`config.mk`:
```
export PLATFORM = sky130hd
export DESIGN_NAME = smb_reg_port
export DESIGN_NICKNAME = d
export VERILOG_FILES = /design/src/rtl/smb_pkg.sv /design/src/rtl/smb_line_sync.sv /design/src/rtl/smb_byte_fsm.sv /design/src/rtl/smb_reg_bank.sv /design/src/rtl/smb_reg_port.sv
export SDC_FILE = /design/constraint.sdc
export NUM_CORES = 1
export LEC_CHECK = 0
export ABC_AREA = 1
export CORE_UTILIZATION = 55
export DETAILED_ROUTE_END_ITERATION = 8
export HOLD_SLACK_MARGIN = 0.06
export PLACE_DENSITY = 0.76
export SKIP_LAST_GASP = 1
export SLEW_MARGIN = 25
export SYNTH_ARGS = -nofsm -noshare
export SYNTH_HDL_FRONTEND = slang
export SYNTH_HIERARCHICAL = 1
export SYNTH_SLANG_ARGS = --single-unit
```
`constraint.sdc`:
```
create_clock -name clk -period 5.45 [get_ports clk]
set_clock_uncertainty 0.05 [all_clocks]
set_input_delay 1.09 -clock clk [delete_from_list [all_inputs] [get_ports clk]]
set_output_delay 1.09 -clock clk [all_outputs]
set_load 0.01 [all_outputs]
```
`src/rtl/smb_pkg.sv`:
```
package smb_pkg;

    typedef enum logic [3:0] {
        ST_IDLE,
        ST_ADDR,
        ST_PTR,
        ST_WLO,
        ST_WHI,
        ST_WEXTRA,
        ST_RLO,
        ST_RHI,
        ST_IGNORE
    } smb_state_e;

    typedef struct packed {
        logic scl_rise;
        logic scl_fall;
        logic start;
        logic stop;
        logic sda;
    } smb_evt_t;

    localparam int unsigned BYTE_BITS = 8;
    localparam int unsigned WORD_BITS = 16;

endpackage

```
`src/rtl/smb_line_sync.sv`:
```
module smb_line_sync
    import smb_pkg::*;
#(
    parameter int unsigned SYNC_STAGES = 2
) (
    input  logic     clk,
    input  logic     rst_n,
    input  logic     scl_i,
    input  logic     sda_i,
    output smb_evt_t evt
);

    logic [SYNC_STAGES-1:0] scl_ff;
    logic [SYNC_STAGES-1:0] sda_ff;
    logic                   scl_q;
    logic                   sda_q;
    logic                   scl_s;
    logic                   sda_s;

    assign scl_s = scl_ff[SYNC_STAGES-1];
    assign sda_s = sda_ff[SYNC_STAGES-1];

    generate
        if (SYNC_STAGES == 1) begin : g_one
            always_ff @(posedge clk or negedge rst_n) begin
                if (!rst_n) begin
                    scl_ff <= '1;
                    sda_ff <= '1;
                end else begin
                    scl_ff <= scl_i;
                    sda_ff <= sda_i;
                end
            end
        end else begin : g_chain
            always_ff @(posedge clk or negedge rst_n) begin
                if (!rst_n) begin
                    scl_ff <= '1;
                    sda_ff <= '1;
                end else begin
                    scl_ff <= {scl_ff[SYNC_STAGES-2:0], scl_i};
                    sda_ff <= {sda_ff[SYNC_STAGES-2:0], sda_i};
                end
            end
        end
    endgenerate

    always_ff @(posedge clk or negedge rst_n) begin
        if (!rst_n) begin
            scl_q <= 1'b1;
            sda_q <= 1'b1;
        end else begin
            scl_q <= scl_s;
            sda_q <= sda_s;
        end
    end

    always_comb begin
        evt.scl_rise = scl_s & ~scl_q;
        evt.scl_fall = ~scl_s & scl_q;
        evt.start    = scl_s & scl_q & sda_q & ~sda_s;
        evt.stop     = scl_s & scl_q & ~sda_q & sda_s;
        evt.sda      = sda_s;
    end

endmodule

```
`src/rtl/smb_byte_fsm.sv`:
```
module smb_byte_fsm
    import smb_pkg::*;
#(
    parameter logic [6:0] DEV_ADDR = 7'h09
) (
    input  logic                 clk,
    input  logic                 rst_n,
    input  smb_evt_t             evt,
    input  logic [WORD_BITS-1:0] rd_data,
    output logic                 sda_oe,
    output logic                 ptr_we,
    output logic [BYTE_BITS-1:0] ptr_byte,
    output logic                 commit,
    output logic [WORD_BITS-1:0] wdata
);

    localparam logic [3:0] CNT_DATA_DONE = 4'd8;
    localparam logic [3:0] CNT_ACK_DONE  = 4'd9;

    smb_state_e           state;
    smb_state_e           state_n;
    logic [3:0]           cnt;
    logic [BYTE_BITS-1:0] shreg;
    logic [BYTE_BITS-1:0] tx;
    logic [BYTE_BITS-1:0] lo_q;
    logic                 pend;
    logic                 mack;
    logic                 addr_hit;
    logic                 active;
    logic                 sending;
    logic                 bus_cond;
    logic [2:0]           tx_idx;

    assign addr_hit = (shreg[7:1] == DEV_ADDR);
    assign active   = (state != ST_IDLE) && (state != ST_IGNORE);
    assign sending  = (state == ST_RLO) || (state == ST_RHI);
    assign bus_cond = evt.start | evt.stop;
    assign tx_idx   = 3'(7 - int'(cnt));
    assign ptr_byte = shreg;

    // next-state logic
    always_comb begin
        state_n = state;
        if (evt.start) begin
            state_n = ST_ADDR;
        end else if (evt.stop) begin
            state_n = ST_IDLE;
        end else if (evt.scl_fall && active && cnt == CNT_ACK_DONE) begin
            unique case (state)
                ST_ADDR:   state_n = !addr_hit ? ST_IGNORE
                                   : (shreg[0] ? ST_RLO : ST_PTR);
                ST_PTR:    state_n = ST_WLO;
                ST_WLO:    state_n = ST_WHI;
                ST_WHI:    state_n = ST_WEXTRA;
                ST_WEXTRA: state_n = ST_WEXTRA;
                ST_RLO:    state_n = mack ? ST_RHI : ST_IGNORE;
                ST_RHI:    state_n = ST_IGNORE;
                default:   state_n = state;
            endcase
        end
    end

    // state register
    always_ff @(posedge clk or negedge rst_n) begin
        if (!rst_n) begin
            state <= ST_IDLE;
        end else begin
            state <= state_n;
        end
    end

    // bit counter, shift paths and line drive
    always_ff @(posedge clk or negedge rst_n) begin
        if (!rst_n) begin
            cnt    <= '0;
            shreg  <= '0;
            tx     <= '0;
            lo_q   <= '0;
            wdata  <= '0;
            pend   <= 1'b0;
            mack   <= 1'b0;
            sda_oe <= 1'b0;
            commit <= 1'b0;
            ptr_we <= 1'b0;
        end else begin
            commit <= 1'b0;
            ptr_we <= 1'b0;
            if (bus_cond) begin
                cnt    <= '0;
                sda_oe <= 1'b0;
                commit <= pend;
                pend   <= 1'b0;
            end else begin
                if (evt.scl_rise && active) begin
                    cnt <= cnt + 4'd1;
                    if (cnt < CNT_DATA_DONE) begin
                        shreg <= {shreg[BYTE_BITS-2:0], evt.sda};
                    end
                    if (cnt == CNT_DATA_DONE) begin
                        mack <= ~evt.sda;
                    end
                end
                if (evt.scl_fall && active) begin
                    if (cnt == CNT_DATA_DONE) begin
                        unique case (state)
                            ST_ADDR: sda_oe <= addr_hit;
                            ST_PTR: begin
                                sda_oe <= 1'b1;
                                ptr_we <= 1'b1;
                            end
                            ST_WLO: begin
                                sda_oe <= 1'b1;
                                lo_q   <= shreg;
                            end
                            ST_WHI: begin
                                sda_oe <= 1'b1;
                                wdata  <= {shreg, lo_q};
                                pend   <= 1'b1;
                            end
                            default: sda_oe <= 1'b0;
                        endcase
                    end else if (cnt == CNT_ACK_DONE) begin
                        cnt    <= '0;
                        sda_oe <= 1'b0;
                        if (state == ST_ADDR && state_n == ST_RLO) begin
                            tx     <= rd_data[7:0];
                            sda_oe <= ~rd_data[7];
                        end else if (state == ST_RLO && state_n == ST_RHI) begin
                            tx     <= rd_data[15:8];
                            sda_oe <= ~rd_data[15];
                        end
                    end else if (sending && cnt != 4'd0) begin
                        sda_oe <= ~tx[tx_idx];
                    end
                end
            end
        end
    end

endmodule

```
`src/rtl/smb_reg_bank.sv`:
```
module smb_reg_bank
    import smb_pkg::*;
#(
    parameter int unsigned                NUM_REGS = 5,
    parameter logic [NUM_REGS*8-1:0]      REG_PTRS = 40'h3F_3E_15_14_12
) (
    input  logic                          clk,
    input  logic                          rst_n,
    input  logic                          ptr_we,
    input  logic [BYTE_BITS-1:0]          ptr_byte,
    input  logic                          commit,
    input  logic [WORD_BITS-1:0]          wdata,
    output logic [WORD_BITS-1:0]          rd_data,
    output logic [NUM_REGS*WORD_BITS-1:0] reg_q,
    output logic [NUM_REGS-1:0]           wr_stb
);

    logic [BYTE_BITS-1:0] ptr;
    logic [NUM_REGS-1:0]  hit;
    logic [WORD_BITS-1:0] q [NUM_REGS];

    always_ff @(posedge clk or negedge rst_n) begin
        if (!rst_n) begin
            ptr <= '0;
        end else if (ptr_we) begin
            ptr <= ptr_byte;
        end
    end

    generate
        for (genvar i = 0; i < NUM_REGS; i++) begin : g_reg
            assign hit[i] = (ptr == REG_PTRS[i*8 +: 8]);

            always_ff @(posedge clk or negedge rst_n) begin
                if (!rst_n) begin
                    q[i]      <= '0;
                    wr_stb[i] <= 1'b0;
                end else begin
                    wr_stb[i] <= commit & hit[i];
                    if (commit && hit[i]) begin
                        q[i] <= wdata;
                    end
                end
            end

            assign reg_q[i*WORD_BITS +: WORD_BITS] = q[i];
        end
    endgenerate

    always_comb begin
        rd_data = '0;
        for (int i = 0; i < NUM_REGS; i++) begin
            if (hit[i]) begin
                rd_data = rd_data | q[i];
            end
        end
    end

endmodule

```
`src/rtl/smb_reg_port.sv`:
```
module smb_reg_port
    import smb_pkg::*;
#(
    parameter logic [6:0]            DEV_ADDR    = 7'h09,
    parameter int unsigned           NUM_REGS    = 5,
    parameter logic [NUM_REGS*8-1:0] REG_PTRS    = 40'h3F_3E_15_14_12,
    parameter int unsigned           SYNC_STAGES = 2
) (
    input  logic                      clk,
    input  logic                      rst_n,
    input  logic                      scl_i,
    input  logic                      sda_i,
    output logic                      sda_oe,
    output logic [NUM_REGS*16-1:0]    reg_q,
    output logic [NUM_REGS-1:0]       wr_stb
);

    smb_evt_t             evt;
    logic [WORD_BITS-1:0] rd_data;
    logic [WORD_BITS-1:0] wdata;
    logic [BYTE_BITS-1:0] ptr_byte;
    logic                 ptr_we;
    logic                 commit;

    smb_line_sync #(
        .SYNC_STAGES (SYNC_STAGES)
    ) u_sync (
        .clk   (clk),
        .rst_n (rst_n),
        .scl_i (scl_i),
        .sda_i (sda_i),
        .evt   (evt)
    );

    smb_byte_fsm #(
        .DEV_ADDR (DEV_ADDR)
    ) u_fsm (
        .clk      (clk),
        .rst_n    (rst_n),
        .evt      (evt),
        .rd_data  (rd_data),
        .sda_oe   (sda_oe),
        .ptr_we   (ptr_we),
        .ptr_byte (ptr_byte),
        .commit   (commit),
        .wdata    (wdata)
    );

    smb_reg_bank #(
        .NUM_REGS (NUM_REGS),
        .REG_PTRS (REG_PTRS)
    ) u_bank (
        .clk      (clk),
        .rst_n    (rst_n),
        .ptr_we   (ptr_we),
        .ptr_byte (ptr_byte),
        .commit   (commit),
        .wdata    (wdata),
        .rd_data  (rd_data),
        .reg_q    (reg_q),
        .wr_stb   (wr_stb)
    );

endmodule

```
# Yosys cells after proc, flatten, opt, wreduce, memory -nomap -nowiden
# Cells that the tools add are included.
# op_classes
n_reduce_logical	29
bitwise	26
magnitude_cmp	2
n_mux	38
eq_ne	18
add_sub_neg	2
# op_table
op	n
$mux W16	5
$or A16 B16 Y16	4
$mux W4	10
$eq A4 B3 Y1 const B	6
$eq A8 B5 Y1 const B	3
$pmux W4 S6	1
$mux W1	17
$eq A8 B6 Y1 const B	2
$mux W8	2
$and A1 B1 Y1	12
$logic_and A1 B1 Y1	12
$reduce_bool A4 Y1	3
$not A1 Y1	9
$reduce_and A3 Y1	3
$eq A4 B2 Y1 const B	2
$eq A4 B4 Y1 const B	2
$reduce_and A4 Y1	2
$reduce_bool A2 Y1	4
$eq A7 B4 Y1 const B	1
$reduce_and A5 Y1	1
$add A4 B1 Y4 const B	1
$eq A4 B1 Y1 const B	1
$lt A3 B4 Y1 const B	1
$lt A4 B4 Y1 const B	1
10 further kinds	10
# totals
in_bits	4
output_inout_bits	86
ff_bits	152

# Logic depth before layout (Yosys ltp)
# Gate-level depths: netlist of the first run.
# logic_depth
word_depth	17
mapped_depth	17
mapped_depth_nobuf	17

# Modules after synthesis
# The synthesis of the first run kept the hierarchy.
# modules_own_cells
mod	n_inst	cells_per_inst	area_each_um2
smb_reg_bank	1	556	4441.8
smb_byte_fsm	1	284	2570.0
smb_line_sync	1	18	206.4

# Worst setup path before layout of the first run
# Ideal clock, no wire load.
# synth_timing
kind	register to register
start	reg u_sync.scl_ff[1]
end	reg u_fsm.wdata[3]
path_stages_with_launch	9
arrival_ns	1.972
required_time_ns	5.275
period_less_slack_ns	2.147
setup_slack_ns	3.303
cell_sequence	dfstp_2 -> nand2_1 -> nor2_1 -> nor2_8 -> inv_1 -> nor2_1 -> nand3_1 -> buf_2 -> mux2_2
# synth_rtl
item	line	rtl
start: declaration	smb_line_sync.sv:13	logic [SYNC_STAGES-1:0] scl_ff;
start signal: assignment	smb_line_sync.sv:40	scl_ff <= {scl_ff[SYNC_STAGES-2:0], scl_i};
end signal: assignment	smb_byte_fsm.sv:117	wdata <= {shreg, lo_q};
end: declaration	smb_byte_fsm.sv:14	output logic [WORD_BITS-1:0] wdata

# Worst setup path in the final report of the first run
# layout_timing
start	reg u_bank.ptr[0]
end	reg u_fsm.sda_oe
# layout_rtl
item	line	rtl
start: declaration	smb_reg_bank.sv:18	logic [BYTE_BITS-1:0] ptr;
start signal: assignment	smb_reg_bank.sv:26	ptr <= ptr_byte;
$eq A8 B5 Y1	smb_reg_bank.sv:32	assign hit[i] = (ptr == REG_PTRS[i*8 +: 8]);
$mux W16	smb_reg_bank.sv:53	if (hit[i]) begin
$or A16 B16 Y16	smb_reg_bank.sv:54	rd_data = rd_data | q[i];
$mux W16	smb_reg_bank.sv:53	
$or A16 B16 Y16	smb_reg_bank.sv:54	
$mux W16	smb_reg_bank.sv:53	
$or A16 B16 Y16	smb_reg_bank.sv:54	
$mux W16	smb_reg_bank.sv:53	
$or A16 B16 Y16	smb_reg_bank.sv:54	
$mux W16 (*)	smb_reg_bank.sv:53	
named net rd_data[7]	smb_reg_port.sv:19	logic [WORD_BITS-1:0] rd_data;
$not A1 Y1 (*)	smb_byte_fsm.sv:127	sda_oe <= ~rd_data[7];
$mux W1 (*)	smb_byte_fsm.sv:125	if (state == ST_ADDR && state_n == ST_RLO) begin
$mux W1 (*)	smb_byte_fsm.sv:122	end else if (cnt == CNT_ACK_DONE) begin
$mux W1 (*)	smb_byte_fsm.sv:104	if (cnt == CNT_DATA_DONE) begin
$mux W1 (*)	smb_byte_fsm.sv:103	if (evt.scl_fall && active) begin
$mux W1 (*)	smb_byte_fsm.sv:88	if (bus_cond) begin
end signal: assignment	smb_byte_fsm.sv:106	ST_ADDR: sda_oe <= addr_hit;
end signal: assignment	smb_byte_fsm.sv:127	
end signal: assignment	smb_byte_fsm.sv:130	sda_oe <= ~rd_data[15];
end: declaration	smb_byte_fsm.sv:10	output logic sda_oe,
# Mark *: on every way through the listed nets, which the timed path passes. The rest lies on a longest branch. The select of a mux whose other input is x is not followed.
# A chain may end at the register's enable or synchronous reset.

==> impl_results.md, run 1 <==
- Pre-antenna DRT Iters: 5
- FP Rows: 41
- Fin nets: 941
- RePlAce Congestion: 0.905
- Drt via density: 5.46
- Seq/Total Area, Yosys: 52.8%
- Worst-path fanout max: 17
- Top cell type by total area after synthesis: dfrtp_1
- Chip height: 117 microns
- Fmax: 387 MHz
- Final Power: 2.69 mW
- Reg2Reg Capture Point: u_fsm/sda_oe
- Die area: 13,600 sq um
- Minimum hold slack: 0.305 ns
- Min Tclk post-route: 2.59 ns
- First-pass GRT wire length: 30,400 microns
- Worst-skew pair later-pin latency: 0.42 ns
- Yosys warning count: 6
- Pleak: 4.26 nW
- Final Setup Violations: 0
- Startpoint types: register
- Synth Register Bits: 152
- Starting Density: 56.7%
- Worst Max-Slew Pin Slew: 1.03 ns
- Dpl hpwl: 13,500 microns
- Clock root cell: clkbuf_16
- Relative slew slack: 31.4%
- Total I/O pin count: 90
- Antenna cell count: 0
- WL/cell: 17.6 microns
- CP Capture Type: register
- Count leader, synth: nand2_1
- DR DRC count: 0
- RR Startpoint: u_bank/ptr[0]
- Number of flops mapped to enable cells by yosys: 0
- CP Class: reg2reg
- Clk pin slew, worst setup/hold paths: 0.06 ns
- Cts repair resizes: 0
- Initial antenna violation count: 0
- VDD IR max: 0.263 mV
- Reg2reg setup slack: 2.86 ns
- Area share of the largest cell type after synthesis: 50.6%
- Num CTS Buffers: 17
- Distinct cells, synth: 38
- Largest cells by area after synthesis: dfrtp_1 51%, nand2_1 13%, o21ai_0 8.0%
- Syn Inst Count: 858
- Area grow syn2layout: 21.9%
- RSZ-0062 raised after global routing: no
- Wirelength, routed: 19,700 microns
- Clk sink count: 152
- Pwr Density: 306 nW/um^2
- Total GRT Usage: 31.0%
- Share of cells above drive strength 1: 9.50%
- H-tree Lvls: 4
- Grt ovf: 0
- Post-synth top cells: 253 x nand2_1, 146 x dfrtp_1, 116 x o21ai_0, 83 x inv_1, 61 x nand3_1
- Hold path endpoint: u_sync/sda_ff[1]
- Hold buffers post-CTS: 0
- Arr. time, crit path: 2.85 ns
- Post-layout util: 69.2%
- Post-synthesis async set-or-reset flop share: 100%
- Total of max-cap violations: 0
- Hold Vio Cnt, Final: 0
- TritonCTS clock tree: yes
- Number of global-route vias before repair: 5,589
- Outcome: complete, no violations
- Critical Path RT: 5.72 ns
- PortBufs: 89
- Hold crit path type: reg2reg
- Mapped Area: 7220 sq um
- Max Buffers Root-to-Sink: 2
- R2r worst-path depth: 14
- Detailed Route Iter0 Violations: 685
- Final worst-path cycle share: 47.4%
- Worst Hold Launch: u_sync/sda_ff[0]
- Postcts setup bufs: 0
- Largest net degree at the start of global routing: 112
- Synth Flop Type: dfrtp_1
- Die span in x: 117 microns
- Slew Viols, Final: 0
- Hold Path Depth: 0
- Synthesized area per cell: 8.41 sq um
- Vias: 6,113
- Syn Nets: 865
- Antenna-violating nets left: 0
- Core area: 12,700 sq um
- Setup TNS: 0 ns
registers in the layout, indices dropped and copies added (netlist names), 2 cells and up:
signal          count
u_fsm/ptr_byte      8
u_sync/scl_ff       2
u_fsm/tx            8
u_fsm/state         4
u_fsm/lo_q          8
u_fsm/wdata        16
u_sync/sda_ff       2
u_bank/ptr          8
u_fsm/cnt           4
u_bank/reg_q       80
u_bank/wr_stb       5
logic make-up (layout without fill, tap and decap cells):
| kind of cell | after synthesis | in the layout | synth area share [%] |
|---|---|---|---|
| AND/OR/NAND/NOR | 411 | 411 | 25.9 |
| flip-flops | 152 | 152 | 52.8 |
| AO/OA/AOI/OAI | 150 | 150 | 10.7 |
| buffers and inverters | 125 | 214 | 7.56 |
| multiplexers | 16 | 16 | 2.37 |
| adder cells (fa/ha/maj) | 3 | 3 | 0.520 |
| XOR/XNOR | 1 | 1 | 0.121 |
placed cells by master, fill, tap and decap left out, types with 2 or more instances in the layout:
| master | n |
|---|---|
| nor2_2 | 4 |
| inv_2 | 7 |
| a21oi_1 | 8 |
| clkinv_4 | 4 |
| nor2_4 | 7 |
| clkbuf_16 | 17 |
| dfrtp_1 | 146 |
| o21ai_0 | 116 |
| clkinvlp_4 | 3 |
| o21ai_1 | 18 |
| o21ai_2 | 2 |
| dfstp_2 | 6 |
| ha_1 | 3 |
| nor3_1 | 5 |
| nand2_1 | 253 |
| mux2i_1 | 7 |
| nand3_4 | 2 |
| nand3_1 | 61 |
| clkbuf_8 | 2 |
| mux2_2 | 9 |
| nand2_4 | 5 |
| clkdlybuf4s50_1 | 88 |
| buf_4 | 2 |
| nor4_1 | 3 |
| nor2_8 | 3 |
| nor2_1 | 59 |
| nand2_2 | 4 |
| inv_1 | 83 |
| bufinv_16 | 5 |
| nand4_4 | 2 |
routing by layer:
layer,up-vias,share of wire (%),track usage (%)
met2,281,45,46.1
met3,25,9.0,7.63
li1,2905,-,-
met1,2902,44,44.5
met4,0,2.3,11.0
met5,-,0,0
through the flow:
stage / instance area [sq um] / setup WS, ns / instances
2_1_floorplan: 7220 / 3.30 / 858
3_3_place_gp: 8140 / 2.90 / 1087
3_5_place_dp: 8140 / 2.88 / 1087
4_1_cts: 8800 / 2.87 / 1119
5_1_grt: 8800 / 2.64 / 1119
6_report: 8800 / 2.86 / 1119
worst max-delay path by stage:
| stage | startpoint | end | slack (ns) | cells past startpoint |
|---|---|---|---|---|
| final | u_bank/ptr[0] | u_fsm/sda_oe | 2.86 | 14 |
| after global routing | u_sync/sda_ff[1] | u_fsm/wdata[0] | 2.64 | 8 |
| after CTS | u_sync/sda_ff[1] | u_fsm/wdata[2] | 2.87 | 8 |
| after detailed placement | u_sync/sda_ff[1] | u_fsm/wdata[2] | 2.88 | 8 |
| after floorplan | u_sync/scl_ff[1] | u_fsm/wdata[3] | 3.30 | 8 |
| after global placement | u_fsm/cnt[0] | u_fsm/wdata[6] | 2.90 | 3 |
worst max-delay path, cell delays in order, from the launching register on:
cell	delay, ns
dfrtp_1	0.41
inv_2	0.07
nand2_1	0.09
nor2_1	0.79
nand2_4	0.30
nor2_1	0.16
nor2_1	0.06
nand2_1	0.07
nand3_1	0.09
nand3_1	0.11
nand2_1	0.06
nand2_1	0.07
nand2_1	0.05
nand2_1	0.06
nand2_1	0.04
final cells by class:
type,instances,area (sq um)
Inverter,91,344
Multi-Input combinational cell,581,2860
Timing Repair Buffer,91,910
Fill cell,1034,3920
Clock buffer,18,439
Tap cell,172,215
Sequential cell,152,3810
Clock inverter,14,221
power breakdown:
part | leakage, nW | total [mW] | internal, mW | switching (mW)
clock | 0.313 | 1.30 | 0.827 | 0.476
sequential | 2.09 | 1.21 | 1.17 | 0.0448
combinational | 1.86 | 0.176 | 0.0568 | 0.119
Power figures use the tool's default switching activity.
==> run 2, diff against run 1 <==
==> constraint.sdc (replaced) <==
create_clock -name clk -period 2.4 [get_ports clk]
set_clock_uncertainty 0.05 [all_clocks]
set_input_delay 0.48 -clock clk [delete_from_list [all_inputs] [get_ports clk]]
set_output_delay 0.48 -clock clk [all_outputs]
set_load 0.01 [all_outputs]
==> impl_results.md, run 2 (same netlist as run 1, synthesis figures left out) <==
- Outcome: complete, no violations
- Commonest non-fill, non-tap cell in the layout: nand2_1
- Final Setup Violations: 0
- H-tree Lvls: 4
- Vias: 6,278
- Startpoint types: register
- Die span in x: 117 microns
- RR Startpoint: u_sync/scl_ff[1]
- Worst-path cell chain: nand2_1 > nor2_1 > nor2_8 > inv_1 > nor2_1 > nand3_1 > buf_4 > mux2_2
- Fin nets: 968
- Pre-antenna DRT Iters: 5
- Clk sink count: 152
- Detailed Route Iter0 Violations: 676
- Dpl ws: 0.107 ns
- Number of global-route vias before repair: 5,904
- Max Buffers Root-to-Sink: 2
- Antenna cell count: 0
- Die area: 13,600 sq um
- Min Tclk post-route: 2.30 ns
- Arr. time, crit path: 2.56 ns
- Commonest cells after routing, fill and taps aside: 252 x nand2_1, 146 x dfrtp_1, 116 x o21ai_0
- Total of max-cap violations: 0
- Hold Path Depth: 0
- Max reg flops: 80
- Most used cell, CP: nor2_1
- Clk pin slew, worst setup/hold paths: 0.06 ns
- Slowest stage cell on the critical path: dfstp_2
- Total I/O pin count: 90
- TritonCTS clock tree: yes
- Worst-path fanout max: 25
- RSZ-0062 raised after global routing: yes
- Fmax: 435 MHz
- Grt ovf: 0
- DR DRC count: 0
- Reg2reg setup slack: 0.1 ns
- RePlAce Congestion: 0.929
- Number of fillers in the final layout: 1,039
- Worst Max-Slew Pin Slew: 0.873 ns
- Clock root cell: clkbuf_16
- Share of cells above drive strength 1: 12.1%
- Chip height: 117 microns
- Reg2Reg Capture Point: u_fsm/wdata[6]
- Area grow syn2layout: 25.8%
- Largest net degree at the start of global routing: 63
- Total GRT Usage: 32.5%
- Critical Path RT: 2.66 ns
- Starting Density: 56.7%
- Pwr Density: 669 nW/um^2
- VDD IR max: 0.588 mV
- Dpl hpwl: 14,400 microns
- Hold Vio Cnt, Final: 0
- Worst setup margin: 0.0998 ns
- CP Class: reg2reg
- Num CTS Buffers: 17
- Hold crit path type: reg2reg
- Setup TNS: 0 ns
- Final worst-path cycle share: 95.8%
- Drt via density: 5.48
- PortBufs: 89
- Post-layout util: 71.4%
- Initial antenna violation count: 0
- Slew Viols, Final: 0
- Wirelength, routed: 20,500 microns
- Core area: 12,700 sq um
- Hold path endpoint: u_sync/sda_ff[1]
- Pleak: 4.40 nW
- CP Capture Type: register
- R2r worst-path depth: 8
- First-pass GRT wire length: 32,000 microns
- Worst-skew pair later-pin latency: 0.43 ns
- Worst Hold Launch: u_sync/sda_ff[0]
- FP Rows: 41
- Antenna-violating nets left: 0
- WL/cell: 17.9 microns
- Relative slew slack: 41.7%
- Slowest Stage Delay on Critical Path: 0.55 ns
-- run 2: changes by cell type in the layout (fill, tap and decap cells not counted), sizes merged --
cell / previous run / this run
dlygate4sd3: 0 / 1
clkinv: 5 / 2
buf: 2 / 28
inv: 92 / 91
clkinvlp: 3 / 1
nand4: 2 / 3
bufinv: 5 / 4
clkbuf: 19 / 25
-- run 2: stage by stage --
stage	hold slack (ns)	area, sq um	std cells	power, mW
floorplan	0.134	7220	858	3.03
detailed placement	0.298	8340	1109	3.23
finish	0.305	9080	1146	6.08
global placement	0.296	8340	1109	3.23
global route	0.310	9080	1146	6.29
CTS	0.307	8990	1142	6.10
-- run 2: metal layers --
| layer | routed length [microns] | global-route usage, % | up-vias | share of wire [%] |
|---|---|---|---|---|
| li1 | - | - | 2961 | - |
| met1 | 8750 | 45.5 | 2983 | 43 |
| met2 | 9190 | 48.0 | 280 | 45 |
| met3 | 1780 | 7.01 | 54 | 8.7 |
| met4 | 810 | 16.0 | 0 | 3.9 |
| met5 | 0 | 0 | - | 0 |
-- run 2: worst max-delay path: cells and delay by family (launching register included) --
family,cells,cell delay [ns]
multiplexers,1,0.37
flip-flops,1,0.55
buffers and inverters,2,0.53
AND/OR/NAND/NOR,5,0.66
-- run 2: worst max-delay path by stage --
stage	startpoint	to	slack (ns)
global placement	u_fsm/cnt[1]	u_fsm/sda_oe	0.17
global route	u_sync/scl_ff[1]	u_fsm/wdata[6]	-0.02
CTS	u_fsm/cnt[1]	u_fsm/tx[5]	0.07
floorplan	u_sync/scl_ff[1]	u_fsm/wdata[3]	0.25
finish	u_sync/scl_ff[1]	u_fsm/wdata[6]	0.1
detailed placement	u_fsm/cnt[1]	u_fsm/tx[0]	0.11
-- run 2: layout make-up --
cell class	count	area (sq um)	share of cell area [%]
clock buffers	25	505	5.57
well taps	172	215	2.37
multi-input cells	582	2920	32.2
inverters	91	344	3.79
clock inverters	7	138	1.52
flip-flops and latches	152	3810	42.0
repair buffers	117	1140	12.6
-- run 2: timing repair --
item / 4_1_cts / 5_1_grt
setup endpoints to repair: 0 / 9
endpoints found under the hold margin: 52 / 0
buffers inserted: 0 / 3
hold buffers: 1 / 0
gates resized for setup: 0 / 10
-- run 2: report_power, final --
| part | internal [mW] | leakage, nW | switching, mW |
|---|---|---|---|
| combinational | 0.165 | 1.99 | 0.286 |
| clock | 1.88 | 0.313 | 1.00 |
| sequential | 2.66 | 2.09 | 0.0901 |
| total | 4.70 | 4.40 | 1.38 |
==> run 3, diff against run 2 <==
--- a/config.mk
+++ b/config.mk
@@ -6,6 +6,7 @@
 export NUM_CORES = 1
 export LEC_CHECK = 0
 export ABC_AREA = 1
+export CORE_MARGIN = 3
 export CORE_UTILIZATION = 55
 export DETAILED_ROUTE_END_ITERATION = 8
 export HOLD_SLACK_MARGIN = 0.06
==> impl_results.md, run 3 (same netlist as run 1, synthesis figures left out) <==
- Outcome: complete, no violations
- Wirelength, routed: 20,200 microns
- Dpl hpwl: 14,200 microns
- Commonest non-fill, non-tap cell in the layout: nand2_1
- Clk sink count: 152
- Num CTS Buffers: 17
- Fin nets: 966
- Final worst-path cycle share: 91.6%
- Pleak: 4.37 nW
- Clk pin slew, worst setup/hold paths: 0.06 ns
- Total GRT Usage: 29.1%
- Worst Path Buf+Inv: 2
- Total of max-cap violations: 0
- Hold Vio Cnt, Final: 0
- Max reg flops: 80
- Slowest stage cell on the critical path: dfstp_2
- Grt ovf: 0
- Total I/O pin count: 90
- Chip height: 121 microns
- TritonCTS clock tree: yes
- Final Power: 5.93 mW
- Antenna-violating nets left: 0
- Die area: 14,500 sq um
- PortBufs: 89
- Drt via density: 5.51
- Setup TNS: 0 ns
- DR DRC count: 0
- Final Setup Violations: 0
- Min Tclk post-route: 2.20 ns
- Commonest cells after routing, fill and taps aside: 253 x nand2_1, 146 x dfrtp_1, 116 x o21ai_0
- Largest net degree at the start of global routing: 56
- Initial antenna violation count: 0
- Worst-path fanout max: 25
- Worst-path cell chain: nand2_1 > nor2_1 > nor2_8 > inv_1 > nor2_1 > nand3_1 > buf_12 > mux2_2
- Delay-heaviest family, CP: simple AND/OR/NAND/NOR gates
- Hold crit path type: reg2reg
- Worst Max-Slew Pin Slew: 0.607 ns
- Arr. time, crit path: 2.46 ns
- Startpoint types: register
- H-tree Lvls: 4
- Slowest Stage Delay on Critical Path: 0.56 ns
- Pre-antenna DRT Iters: 6
- Clock root cell: clkbuf_16
- Core area: 12,700 sq um
- RePlAce Congestion: 0.892
- Fmax: 455 MHz
- Max Buffers Root-to-Sink: 2
- Number of global-route vias before repair: 5,722
- Share of cells above drive strength 1: 11.9%
- Critical Path RT: 2.66 ns
- FP Rows: 41
- VDD IR max: 0.492 mV
- RSZ-0062 raised after global routing: no
- Antenna cell count: 0
- Most used cell, CP: nor2_1
- Starting Density: 56.7%
- Slew Viols, Final: 0
- Die span in x: 121 microns
- Detailed Route Iter0 Violations: 742
- Worst-skew pair later-pin latency: 0.42 ns
- First-pass GRT wire length: 31,800 microns
- Area grow syn2layout: 25.0%
- CP Capture Type: register
- Vias: 6,303
- Relative slew slack: 59.4%
- Pwr Density: 657 nW/um^2
- WL/cell: 17.7 microns
- CP Class: reg2reg
## run 3: cell count changes in the layout (fill, tap and decap cells not counted), sizes merged
cell,previous run,this run
buf,28,26
bufinv,4,3
clkbuf,25,18
clkinv,2,5
clkinvlp,1,4
inv,91,93
## run 3: stage by stage
stage	util, %	setup WS, ns	hold WS [ns]	std cells	instance area (sq um)
after floorplan	-	0.253	0.134	858	7220
after global placement	65.6	0.205	0.298	1109	8340
after detailed placement	65.6	0.136	0.298	1109	8340
after CTS	70.5	0.114	0.306	1142	8960
after global routing	70.9	0.0476	0.313	1144	9020
final	70.9	0.201	0.305	1144	9020
## run 3: area by class of cell
cell class / instances / area, sq um
Sequential cell: 152 / 3810
Inverter: 91 / 344
Clock inverter: 14 / 174
Timing Repair Buffer: 115 / 1140
Clock buffer: 18 / 439
Multi-Input combinational cell: 582 / 2900
Tap cell: 172 / 215
Fill cell: 1009 / 3700
## run 3: final timing paths
kind | startpoint | end | slack (ns) | depth (start not counted)
max in group asynchronous | rst_n | u_bank/reg_q[77] | 1.09 | 3
max | u_sync/scl_ff[1] | u_fsm/wdata[3] | 0.20 | 8
min reg2reg | u_sync/sda_ff[0] | u_sync/sda_ff[1] | 0.30 | 0
min | u_sync/sda_ff[0] | u_sync/sda_ff[1] | 0.30 | 0
max reg2reg | u_sync/scl_ff[1] | u_fsm/wdata[3] | 0.20 | 8
min in group asynchronous | rst_n | u_fsm/cnt[1] | 0.55 | 2
## run 3: power breakdown
part | switching, mW | internal [mW]
combinational | 0.281 | 0.153
sequential | 0.0917 | 2.65
clock | 1.08 | 1.67
total | 1.45 | 4.48
## run 3: per-layer routing
metal  routed length, microns  GRT usage [%]  up-vias
met5                        0              0        -
li1                         -              -     2962
met3                     1980           6.50       47
met2                     9140           42.9      338
met1                     8460           42.1     2956
met4                      641           11.5        0
## run 3: what timing repair did
item | CTS | global route
setup buffers | 0 | 1
hold buffers | 1 | 0
setup endpoints to repair | 0 | 9
hold endpoints to repair | 46 | 0
gates resized for setup | 0 | 4
